File: config.mk
export PLATFORM = sky130hd
export DESIGN_NAME = rtc_irq_ctrl
export DESIGN_NICKNAME = d
export VERILOG_FILES = /design/src/rtl/rtc_irq_pkg.sv /design/src/rtl/rtc_rate_gen.sv /design/src/rtl/rtc_alarm_match.sv /design/src/rtl/rtc_flag_clr.sv /design/src/rtl/rtc_irq_ctrl.sv
export SDC_FILE = /design/constraint.sdc
export NUM_CORES = 1
export LEC_CHECK = 0
export ABC_CLOCK_PERIOD_IN_PS = 6270
export BUFFER_PORTS_ARGS = -buffer_cell sky130_fd_sc_hd__buf_4
export CORE_ASPECT_RATIO = 0.75
export CORE_MARGIN = 1
export CORE_UTILIZATION = 43
export CTS_BUF_LIST = sky130_fd_sc_hd__clkbuf_8
export DETAILED_ROUTE_END_ITERATION = 8
export GPL_ROUTABILITY_DRIVEN = 0
export PLACE_DENSITY = 0.59
export SLEW_MARGIN = 25
export SYNTH_ARGS = -nofsm -noshare
export SYNTH_HDL_FRONTEND = slang
export SYNTH_SLANG_ARGS = --single-unit
File: constraint.sdc
create_clock -name clk_i -period 6.27 [get_ports clk_i]
set_clock_uncertainty 0.15 [all_clocks]
set_input_delay 0 -clock clk_i [delete_from_list [all_inputs] [get_ports clk_i]]
set_output_delay 0 -clock clk_i [all_outputs]
set_load 0.01 [all_outputs]
File: src/rtl/rtc_irq_pkg.sv
package rtc_irq_pkg;
  localparam int PER_DIV_W = 14;
  localparam int RATE_MAX  = 15;
  localparam int N_FLAGS   = 4;
  localparam int N_ALM     = 4;

  localparam int FLG_WD  = 0;
  localparam int FLG_PER = 1;
  localparam int FLG_PF  = 2;
  localparam int FLG_ALM = 3;

  localparam logic [2:0] ADDR_FLAGS = 3'd0;
  localparam logic [2:0] ADDR_CTRL  = 3'd1;
  localparam logic [2:0] ADDR_ALM0  = 3'd2;

  typedef struct packed {
    logic       bk_alm_en;
    logic       pf_en;
    logic       alm_en;
    logic       per_en;
    logic [3:0] rate;
  } ctrl_t;
endpackage

File: src/rtl/rtc_rate_gen.sv
module rtc_rate_gen
  import rtc_irq_pkg::*;
#(
  parameter int HUND_TICKS = 328
) (
  input  logic       clk_i,
  input  logic       rst_ni,
  input  logic       tick_i,
  input  logic [3:0] rate_i,
  output logic       per_evt_o
);
  localparam int HW = $clog2(HUND_TICKS);
  localparam logic [HW-1:0] HUND_LAST = HW'(HUND_TICKS - 1);

  logic [PER_DIV_W-1:0] bin_cnt_q;
  logic [HW-1:0]        hund_cnt_q;
  logic [3:0]           tenth_cnt_q;
  logic [RATE_MAX:0]    bin_evt;
  logic                 hund_evt, tenth_evt;

  always_ff @(posedge clk_i or negedge rst_ni) begin
    if (!rst_ni) bin_cnt_q <= '0;
    else if (tick_i) bin_cnt_q <= bin_cnt_q + 1'b1;
  end

  // code k fires when the low k-1 divider bits roll over
  assign bin_evt[2:0] = '0;
  for (genvar g = 3; g <= RATE_MAX; g++) begin : g_bin
    assign bin_evt[g] = &bin_cnt_q[g-2:0];
  end

  assign hund_evt  = tick_i && (hund_cnt_q == HUND_LAST);
  assign tenth_evt = hund_evt && (tenth_cnt_q == 4'd9);

  always_ff @(posedge clk_i or negedge rst_ni) begin
    if (!rst_ni) begin
      hund_cnt_q  <= '0;
      tenth_cnt_q <= '0;
    end else if (tick_i) begin
      hund_cnt_q <= hund_evt ? '0 : hund_cnt_q + 1'b1;
      if (hund_evt) tenth_cnt_q <= tenth_evt ? 4'd0 : tenth_cnt_q + 4'd1;
    end
  end

  always_comb begin
    case (rate_i)
      4'd0:    per_evt_o = 1'b0;
      4'd1:    per_evt_o = hund_evt;
      4'd2:    per_evt_o = tenth_evt;
      default: per_evt_o = tick_i && bin_evt[rate_i];
    endcase
  end

  AST_HUND_RANGE: assert property (@(posedge clk_i) disable iff (!rst_ni)
    hund_cnt_q <= HUND_LAST);
  AST_TENTH_RANGE: assert property (@(posedge clk_i) disable iff (!rst_ni)
    tenth_cnt_q <= 4'd9);
endmodule

File: src/rtl/rtc_alarm_match.sv
module rtc_alarm_match
  import rtc_irq_pkg::*;
(
  input  logic [N_ALM-1:0][7:0] alm_i,
  input  logic [N_ALM-1:0][6:0] now_i,
  output logic                  match_o
);
  logic [N_ALM-1:0] hit;

  for (genvar i = 0; i < N_ALM; i++) begin : g_fld
    assign hit[i] = alm_i[i][7] || (alm_i[i][6:0] == now_i[i]);
  end

  assign match_o = &hit;
endmodule

File: src/rtl/rtc_flag_clr.sv
module rtc_flag_clr #(
  parameter int HOLD_CYCLES = 4
) (
  input  logic clk_i,
  input  logic rst_ni,
  input  logic rd_sel_i,
  output logic clr_o
);
  localparam int CW = $clog2(HOLD_CYCLES + 1);
  localparam logic [CW-1:0] HOLD_MAX = CW'(HOLD_CYCLES);

  logic [CW-1:0] hold_q;

  always_ff @(posedge clk_i or negedge rst_ni) begin
    if (!rst_ni) hold_q <= '0;
    else if (!rd_sel_i) hold_q <= '0;
    else if (hold_q != HOLD_MAX) hold_q <= hold_q + 1'b1;
  end

  assign clr_o = rd_sel_i && (hold_q == HOLD_MAX - 1'b1);

  AST_CLR_ONE_SHOT: assert property (@(posedge clk_i) disable iff (!rst_ni)
    clr_o |=> !clr_o);
  AST_CLR_NEEDS_READ: assert property (@(posedge clk_i) disable iff (!rst_ni)
    !rd_sel_i |-> !clr_o);
endmodule

File: src/rtl/rtc_irq_ctrl.sv
module rtc_irq_ctrl
  import rtc_irq_pkg::*;
#(
  parameter int HUND_TICKS  = 328,
  parameter int HOLD_CYCLES = 4
) (
  input  logic       clk_i,
  input  logic       rst_ni,
  input  logic [2:0] addr_i,
  input  logic       wr_i,
  input  logic       rd_i,
  input  logic [7:0] wdata_i,
  input  logic       tick_i,
  input  logic       upd_i,
  input  logic [6:0] time_sec_i,
  input  logic [6:0] time_min_i,
  input  logic [6:0] time_hour_i,
  input  logic [6:0] time_date_i,
  input  logic       pf_i,
  input  logic       bat_i,
  input  logic       wd_evt_i,
  output logic [7:0] flags_o,
  output logic       irq_no
);
  ctrl_t                  ctrl_q;
  logic [N_ALM-1:0][7:0]  alm_q;
  logic [N_ALM-1:0][6:0]  now;
  logic [N_FLAGS-1:0]     flags_q, evt;
  logic                   pf_q, per_evt, alm_match, clr, irq_req;

  assign now = {time_date_i, time_hour_i, time_min_i, time_sec_i};

  always_ff @(posedge clk_i or negedge rst_ni) begin
    if (!rst_ni) begin
      ctrl_q <= '0;
      alm_q  <= '0;
    end else if (wr_i) begin
      if (addr_i == ADDR_CTRL) ctrl_q <= ctrl_t'(wdata_i);
      for (int i = 0; i < N_ALM; i++)
        if (addr_i == ADDR_ALM0 + 3'(i)) alm_q[i] <= wdata_i;
    end
  end

  rtc_rate_gen #(.HUND_TICKS(HUND_TICKS)) u_rate (
    .clk_i, .rst_ni, .tick_i, .rate_i(ctrl_q.rate), .per_evt_o(per_evt)
  );

  rtc_alarm_match u_alm (.alm_i(alm_q), .now_i(now), .match_o(alm_match));

  rtc_flag_clr #(.HOLD_CYCLES(HOLD_CYCLES)) u_clr (
    .clk_i, .rst_ni, .rd_sel_i(rd_i && addr_i == ADDR_FLAGS), .clr_o(clr)
  );

  always_ff @(posedge clk_i or negedge rst_ni) begin
    if (!rst_ni) pf_q <= 1'b0;
    else         pf_q <= pf_i;
  end

  always_comb begin
    evt          = '0;
    evt[FLG_WD]  = wd_evt_i;
    evt[FLG_PER] = per_evt;
    evt[FLG_PF]  = pf_i && !pf_q;
    evt[FLG_ALM] = upd_i && alm_match;
  end

  // a new event outranks a clear in the same cycle
  always_ff @(posedge clk_i or negedge rst_ni) begin
    if (!rst_ni) flags_q <= '0;
    else         flags_q <= evt | (flags_q & {N_FLAGS{!clr}});
  end

  always_comb begin
    if (bat_i)
      irq_req = ctrl_q.bk_alm_en && ctrl_q.alm_en && flags_q[FLG_ALM];
    else
      irq_req = (ctrl_q.per_en && flags_q[FLG_PER]) ||
                (ctrl_q.alm_en && flags_q[FLG_ALM]) ||
                (ctrl_q.pf_en  && flags_q[FLG_PF]);
  end

  assign irq_no  = !irq_req;
  assign flags_o = {{(8-N_FLAGS){1'b0}}, flags_q};

  AST_NO_EN_IDLE: assert property (@(posedge clk_i) disable iff (!rst_ni)
    (!ctrl_q.per_en && !ctrl_q.alm_en && !ctrl_q.pf_en) |-> irq_no);
  AST_BACKUP_ALARM_ONLY: assert property (@(posedge clk_i) disable iff (!rst_ni)
    (bat_i && !flags_o[FLG_ALM]) |-> irq_no);
  AST_CLR_EMPTIES: assert property (@(posedge clk_i) disable iff (!rst_ni)
    (clr && evt == '0) |=> flags_o == 8'h00);
  AST_PF_EDGE_SETS: assert property (@(posedge clk_i) disable iff (!rst_ni)
    $rose(pf_i) |=> flags_o[FLG_PF]);
  AST_ALARM_ON_UPD: assert property (@(posedge clk_i) disable iff (!rst_ni)
    (!upd_i && !clr) |=> flags_o[FLG_ALM] == $past(flags_o[FLG_ALM]));
  AST_WD_NO_IRQ: assert property (@(posedge clk_i) disable iff (!rst_ni)
    (flags_o[2:1] == 2'b00 && !flags_o[FLG_ALM]) |-> irq_no);
endmodule

# [Word-level counts from Yosys, hierarchy flattened]
# Index checks and enable logic that the tools add are counted.
# Widths: inputs -> output; s select.
[op_classes] n_eq_ne=16 add_sub_neg=4 n_bitwise=2 n_mux=8 order_cmp=1 n_reduce_logical=43
[ops] operator="$eq 7x7->1" n=4
[ops] operator="$add 14x1->14 const B" n=1
[ops] operator="$reduce_and 14->1" n=1
[ops] operator="$reduce_and 2->1" n=7
[ops] operator="$reduce_and 13->1" n=1
[ops] operator="$logic_and 1x1->1" n=12
[ops] operator="$reduce_and 12->1" n=1
[ops] operator="$reduce_and 11->1" n=1
[ops] operator="$reduce_and 10->1" n=1
[ops] operator="$add 9x1->9 const B" n=1
[ops] operator="$eq 3x2->1 const B" n=3
[ops] operator="$eq 9x9->1 const B" n=1
[ops] operator="$mux 9" n=1
[ops] operator="$reduce_and 9->1" n=1
[ops] operator="$reduce_and 4->1" n=2
[ops] operator="$reduce_and 8->1" n=1
[ops] operator="$reduce_and 7->1" n=1
[ops] operator="$eq 3x3->1 const B" n=2
[ops] operator="$logic_or 1x1->1" n=6
[ops] operator="$mux 3" n=2
[ops] operator="$reduce_and 6->1" n=1
[ops] operator="$lt 4x5->1 const B" n=1
[ops] operator="$reduce_and 5->1" n=1
[ops] operator="$add 4x1->4 const B" n=1
[ops] operator="17 further kinds" n=20
[totals] input_bits=48 reg_bits=75 wordCells=89 out_inout_bits=9

# [Depth between registers and ports, before layout]
[logic_depth] word_depth=6 depth_mapped=10 ltp_nobuf=9

# [By module]
# From an unflattened synthesis, not the netlist that was laid out.
[unflattened] cells_unflattened=301 area_unflattened_um2=3706.1
[by_module_without_submodules] module="rtc_irq_ctrl" n_inst=1 cells_per_inst=108 seq_area_each_um2=1126.1 area_per_inst_um2=1776.7
[by_module_without_submodules] module="rtc_rate_gen" n_inst=1 cells_per_inst=138 seq_area_each_um2=675.6 area_per_inst_um2=1440.1
[by_module_without_submodules] module="rtc_alarm_match" n_inst=1 cells_per_inst=37 seq_area_each_um2=0.0 area_per_inst_um2=311.5
[by_module_without_submodules] module="rtc_flag_clr" n_inst=1 cells_per_inst=18 seq_area_each_um2=75.1 area_per_inst_um2=177.7

# [Least setup slack after synthesis]
# Ideal clock, no wire load.
[synth_path] kind="register to register" startpoint="register u_rate.bin_cnt_q[0]" endpoint="register flags_q[1]" setup_time_ns=0.129 synth_period_minus_slack_ns=2.131 path_buffers=1 arrival_ns=1.852 path_slack_ns=4.139 stages_incl_launch_ff=11 path_cell_list="dfrtp_1 -> ha_1 -> and3_1 -> buf_2 -> and3_1 -> and3_1 -> ha_1 -> nand4b_1 -> o21ai_0 -> a31oi_1 -> o31ai_1"
[synth_between] elab_chain_cells=6 word_cells_on_any_way=18 classes_between="3 x mux; 1 x bitwise; 14 x reduce/logical"
[synth_rtl] item="start: declaration" line_no="rtc_rate_gen.sv:15" source="logic [PER_DIV_W-1:0] bin_cnt_q;"
[synth_rtl] item="start signal: assignment" line_no="rtc_rate_gen.sv:23" source="else if (tick_i) bin_cnt_q <= bin_cnt_q + 1'b1;"
[synth_rtl] item="$reduce_and 14->1 (tied with other cells)" line_no="rtc_rate_gen.sv:29" source="assign bin_evt[g] = &bin_cnt_q[g-2:0];"
[synth_rtl] item="$bmux 1 s4 *" line_no="rtc_rate_gen.sv:50" source="default: per_evt_o = tick_i && bin_evt[rate_i];"
[synth_rtl] item="$mux 1 (implied by the code) *" line_no="rtc_rate_gen.sv:50"
[synth_rtl] item="$logic_and 1x1->1 *" line_no="rtc_rate_gen.sv:50"
[synth_rtl] item="$pmux 1 s3 *" line_no="rtc_rate_gen.sv:46" source="case (rate_i)"
[synth_rtl] item="$or 4x4->4 *" line_no="rtc_irq_ctrl.sv:70" source="else flags_q <= evt | (flags_q & {N_FLAGS{!clr}});"
[synth_rtl] item="end signal: assignment" line_no="rtc_irq_ctrl.sv:70"
[synth_rtl] item="end: declaration" line_no="rtc_irq_ctrl.sv:28" source="logic [N_FLAGS-1:0] flags_q, evt;"
# Mark *: on every way between the ends. The rest lies on a longest branch, timed or not. The select of a mux whose other input is x is not followed.
# A chain may end at the register's enable or synchronous reset.

# [Final worst setup path]
# Ends and elaborated chain as after synthesis.

==> results.sh <==
export IMPL_outcome="completed"
export IMPL_yosys_area_top_type="dfrtp_1"
export IMPL_grt_total_usage_pct=18.7
export IMPL_antenna_found_initial=0
export IMPL_finalHoldViolCount=0
export IMPL_cellLeakagePower_nw=2.03
export IMPL_hold_start="time_sec_i[5]"
export IMPL_fin_tns_setup_ns=0
export IMPL_relSlewSlack_pct=54.6
export IMPL_reg2regPathDepth=9
export IMPL_synth_seq_cells=75
export IMPL_core_area_mm2=0.00845
export IMPL_worst_pin_slew_ns=0.681
export IMPL_fin_total_pwr_mw=1.29
export IMPL_fp_row_count=29
export IMPL_fin_util_pct=53.6
export IMPL_die_h_um=82.7
export IMPL_r2r_slack_ns=4.11
export IMPL_postSynth_topFlopCell="dfrtp_1"
export IMPL_drv_slew=0
export IMPL_setup_viol=0
export IMPL_critPathMostFrequentCell="and3_1"
export IMPL_critical_path_class="flip-flop to flip-flop"
export IMPL_min_path_cells=5
export IMPL_synth_cell_types=49
export IMPL_rsz0062_at_grt="no"
export IMPL_fmax_mhz=463
export IMPL_crit_path_start="u_rate.bin_cnt_q[0]"
export IMPL_cts_resized=0
export IMPL_portBuffers=52
export IMPL_r2r_end="flags_q[1]"
export IMPL_cts_path_max_buffers=2
export IMPL_crit_path_cell_trace="ha_1 > and3_1 > and3_1 > and3_1 > ha_1 > nand4b_1 > o21ai_0 > a31oi_1 > o31ai_1"
export IMPL_period_share_pct=34.5
export IMPL_drtAntennaViolNets=0
export IMPL_hold_path_end="flags_q[3]"
export IMPL_wire_per_inst_um=14.8
export IMPL_cts_max_level=3
export IMPL_num_vias=2543
export IMPL_synth_top_area_share_pct=50.3
export IMPL_ir_drop_mv=0.174
export IMPL_num_io_pins=57
export IMPL_initial_core_util_pct=44.2
export IMPL_clk_latency_ns=0.35
export IMPL_end_kind="flip-flop"
export IMPL_synth_edf_count=0
export IMPL_final_area_mm2=0.00454
export IMPL_cts_num_sinks=75
export IMPL_post_cts_repair_setup_buffers=0
export IMPL_die_w_um=110
export IMPL_cp_max_fo=5
export IMPL_hp_class="input pin to flip-flop"
export IMPL_period_needed_ns=2.16
export IMPL_async_flop_share_pct=100
export IMPL_powerDensity_mw_per_mm2=284
export IMPL_cts_tree="done"
export IMPL_cts_buffers=9
export IMPL_die_area_mm2=0.00906
export IMPL_grt_max_degree=76
export IMPL_syn_to_final_growth_pct=21.5
export IMPL_worstPathRequired_ns=6.34
export IMPL_grt_pass1_vias=2492
export IMPL_place_area_mm2=0.00421
export IMPL_antennaDiodeCount=0
export IMPL_worstSetupStartpointType="flip-flop"
export IMPL_holdBufCountCts=17
export IMPL_clk_pin_slew_worst_paths_ns=0.07
export IMPL_grt_pass1_wl_um=12500
export IMPL_firstDrtPassIters=4
export IMPL_nets=449
export IMPL_maxCapViolations=0
export IMPL_grt_overflow=0
export IMPL_yosysWarnings=0
export IMPL_critPathArrivalTime_ns=2.24
export IMPL_drive_above_1_share_pct=30.1
export IMPL_drt_iter0_drc=51
export IMPL_regToRegStartpoint="u_rate.bin_cnt_q[0]"
export IMPL_synth_area_per_cell_um2=11.7
export IMPL_cp_slowest_cell="dfrtp_1"
export IMPL_root_buffer="clkbuf_8"
export IMPL_ys_seq_area_share_pct=50.3
export IMPL_route_detailed_drc=0
export IMPL_critPathMaxStageDelay_ns=0.43
export IMPL_routed_via_density=5.09
export IMPL_synthTopCellsByArea="dfrtp_1 50%, mux2_2 12%, xnor2_1 5.9%"
export IMPL_route_final_wire_length_um=7410
export IMPL_netlist_instances=319
export IMPL_syn_area_mm2=0.00373
export IMPL_dp_hpwl_um=5210
cell families after synthesis:
logic type / count (synthesis) / share of synthesized area (%)
compound gates: 38 / 6.33
xor+xnor: 44 / 10.3
fa+ha+maj: 10 / 3.35
buf+inv: 26 / 3.42
flops: 75 / 50.3
mux: 43 / 13.0
other cells: 1 / 0.100
simple gates: 82 / 13.2
power breakdown:
group | internal (mW) | switching, mW | total (mW)
Sequential | 0.587 | 0.100 | 0.687
Combinational | 0.164 | 0.122 | 0.286
Clock | 0.155 | 0.161 | 0.316
Total | 0.906 | 0.383 | 1.29
metrics by stage:
step           setup WS [ns]  instances  hold slack [ns]
2_1_floorplan           4.14        322           -0.446
4_1_cts                 4.10        500           0.0204
6_report                4.11        500           0.0359
3_5_place_dp            4.10        471          -0.0272
3_3_place_gp            4.13        471          -0.0302
5_1_grt                 4.00        500           0.0639
cell type report:
class                   instances  area (µm²)
clock buffers                  11         151
clock inverters                 1        3.75
fillers                       778        3920
inverters                      13        48.8
multi-input cells             221        1740
flip-flops and latches         75        1880
well taps                     108         135
repair buffers                 71         579
sequential cells by signal (all words and copies together), names as in the netlist:
register / flops
alm_q: 32
ctrl_q: 8
flags_q: 4
pf_q: 1
u_clr.hold_q: 3
u_rate.bin_cnt_q: 14
u_rate.hund_cnt_q: 9
u_rate.tenth_cnt_q: 4
layout by cell type (no fill, tap or decap), types with 4 or more instances in the layout:
cell type,instances
xnor2_1,25
mux2_2,41
dlygate4sd3_1,17
inv_1,13
nand4_1,10
o21ai_0,12
nor2_1,11
nor4_1,4
nand2_1,25
ha_1,10
a31oi_1,5
clkbuf_8,11
nand3_1,5
buf_4,53
dfrtp_1,75
xor2_1,19
conb_1,4
nand4b_1,5
a21oi_1,8
worst max path at each step:
| stage | end | slack (ns) | cells after the start |
|---|---|---|---|
| floorplan | flags_q[1] | 4.14 | 10 |
| global placement | flags_q[1] | 4.13 | 9 |
| detailed placement | flags_q[1] | 4.10 | 9 |
| CTS | flags_q[1] | 4.10 | 9 |
| global route | flags_q[1] | 4.00 | 9 |
| finish | flags_q[1] | 4.11 | 9 |
cell usage after synthesis, types with 2 or more instances:
library cell   n
dfrtp_1       75
mux2_2        41
nand2_1       25
xnor2_1       25
xor2_1        19
inv_1         12
o21ai_0       12
nor2_1        11
ha_1          10
nand4_1       10
a21oi_1        8
a31oi_1        5
buf_4          5
nand3_1        5
nand4b_1       5
nor4_1         4
a21o_1         3
and3_1         3
buf_2          3
clkbuf_1       3
nor3_1         3
nor3_2         3
and4_4         2
nor4bb_1       2
routing by layer:
layer	track usage, %	up-vias	wire, µm
li1	-	1271	-
met1	25.6	1217	3930
met2	28.5	44	3100
met3	5.65	11	281
met4	6.00	0	108
met5	0	-	0
critical path: cells and delay by family, from the launching register on:
kind | cells | cell delay, ns
simple gates | 4 | 0.70
flops | 1 | 0.43
fa+ha+maj | 2 | 0.42
compound gates | 3 | 0.34
No activity file was read; power rests on OpenSTA's default activity.
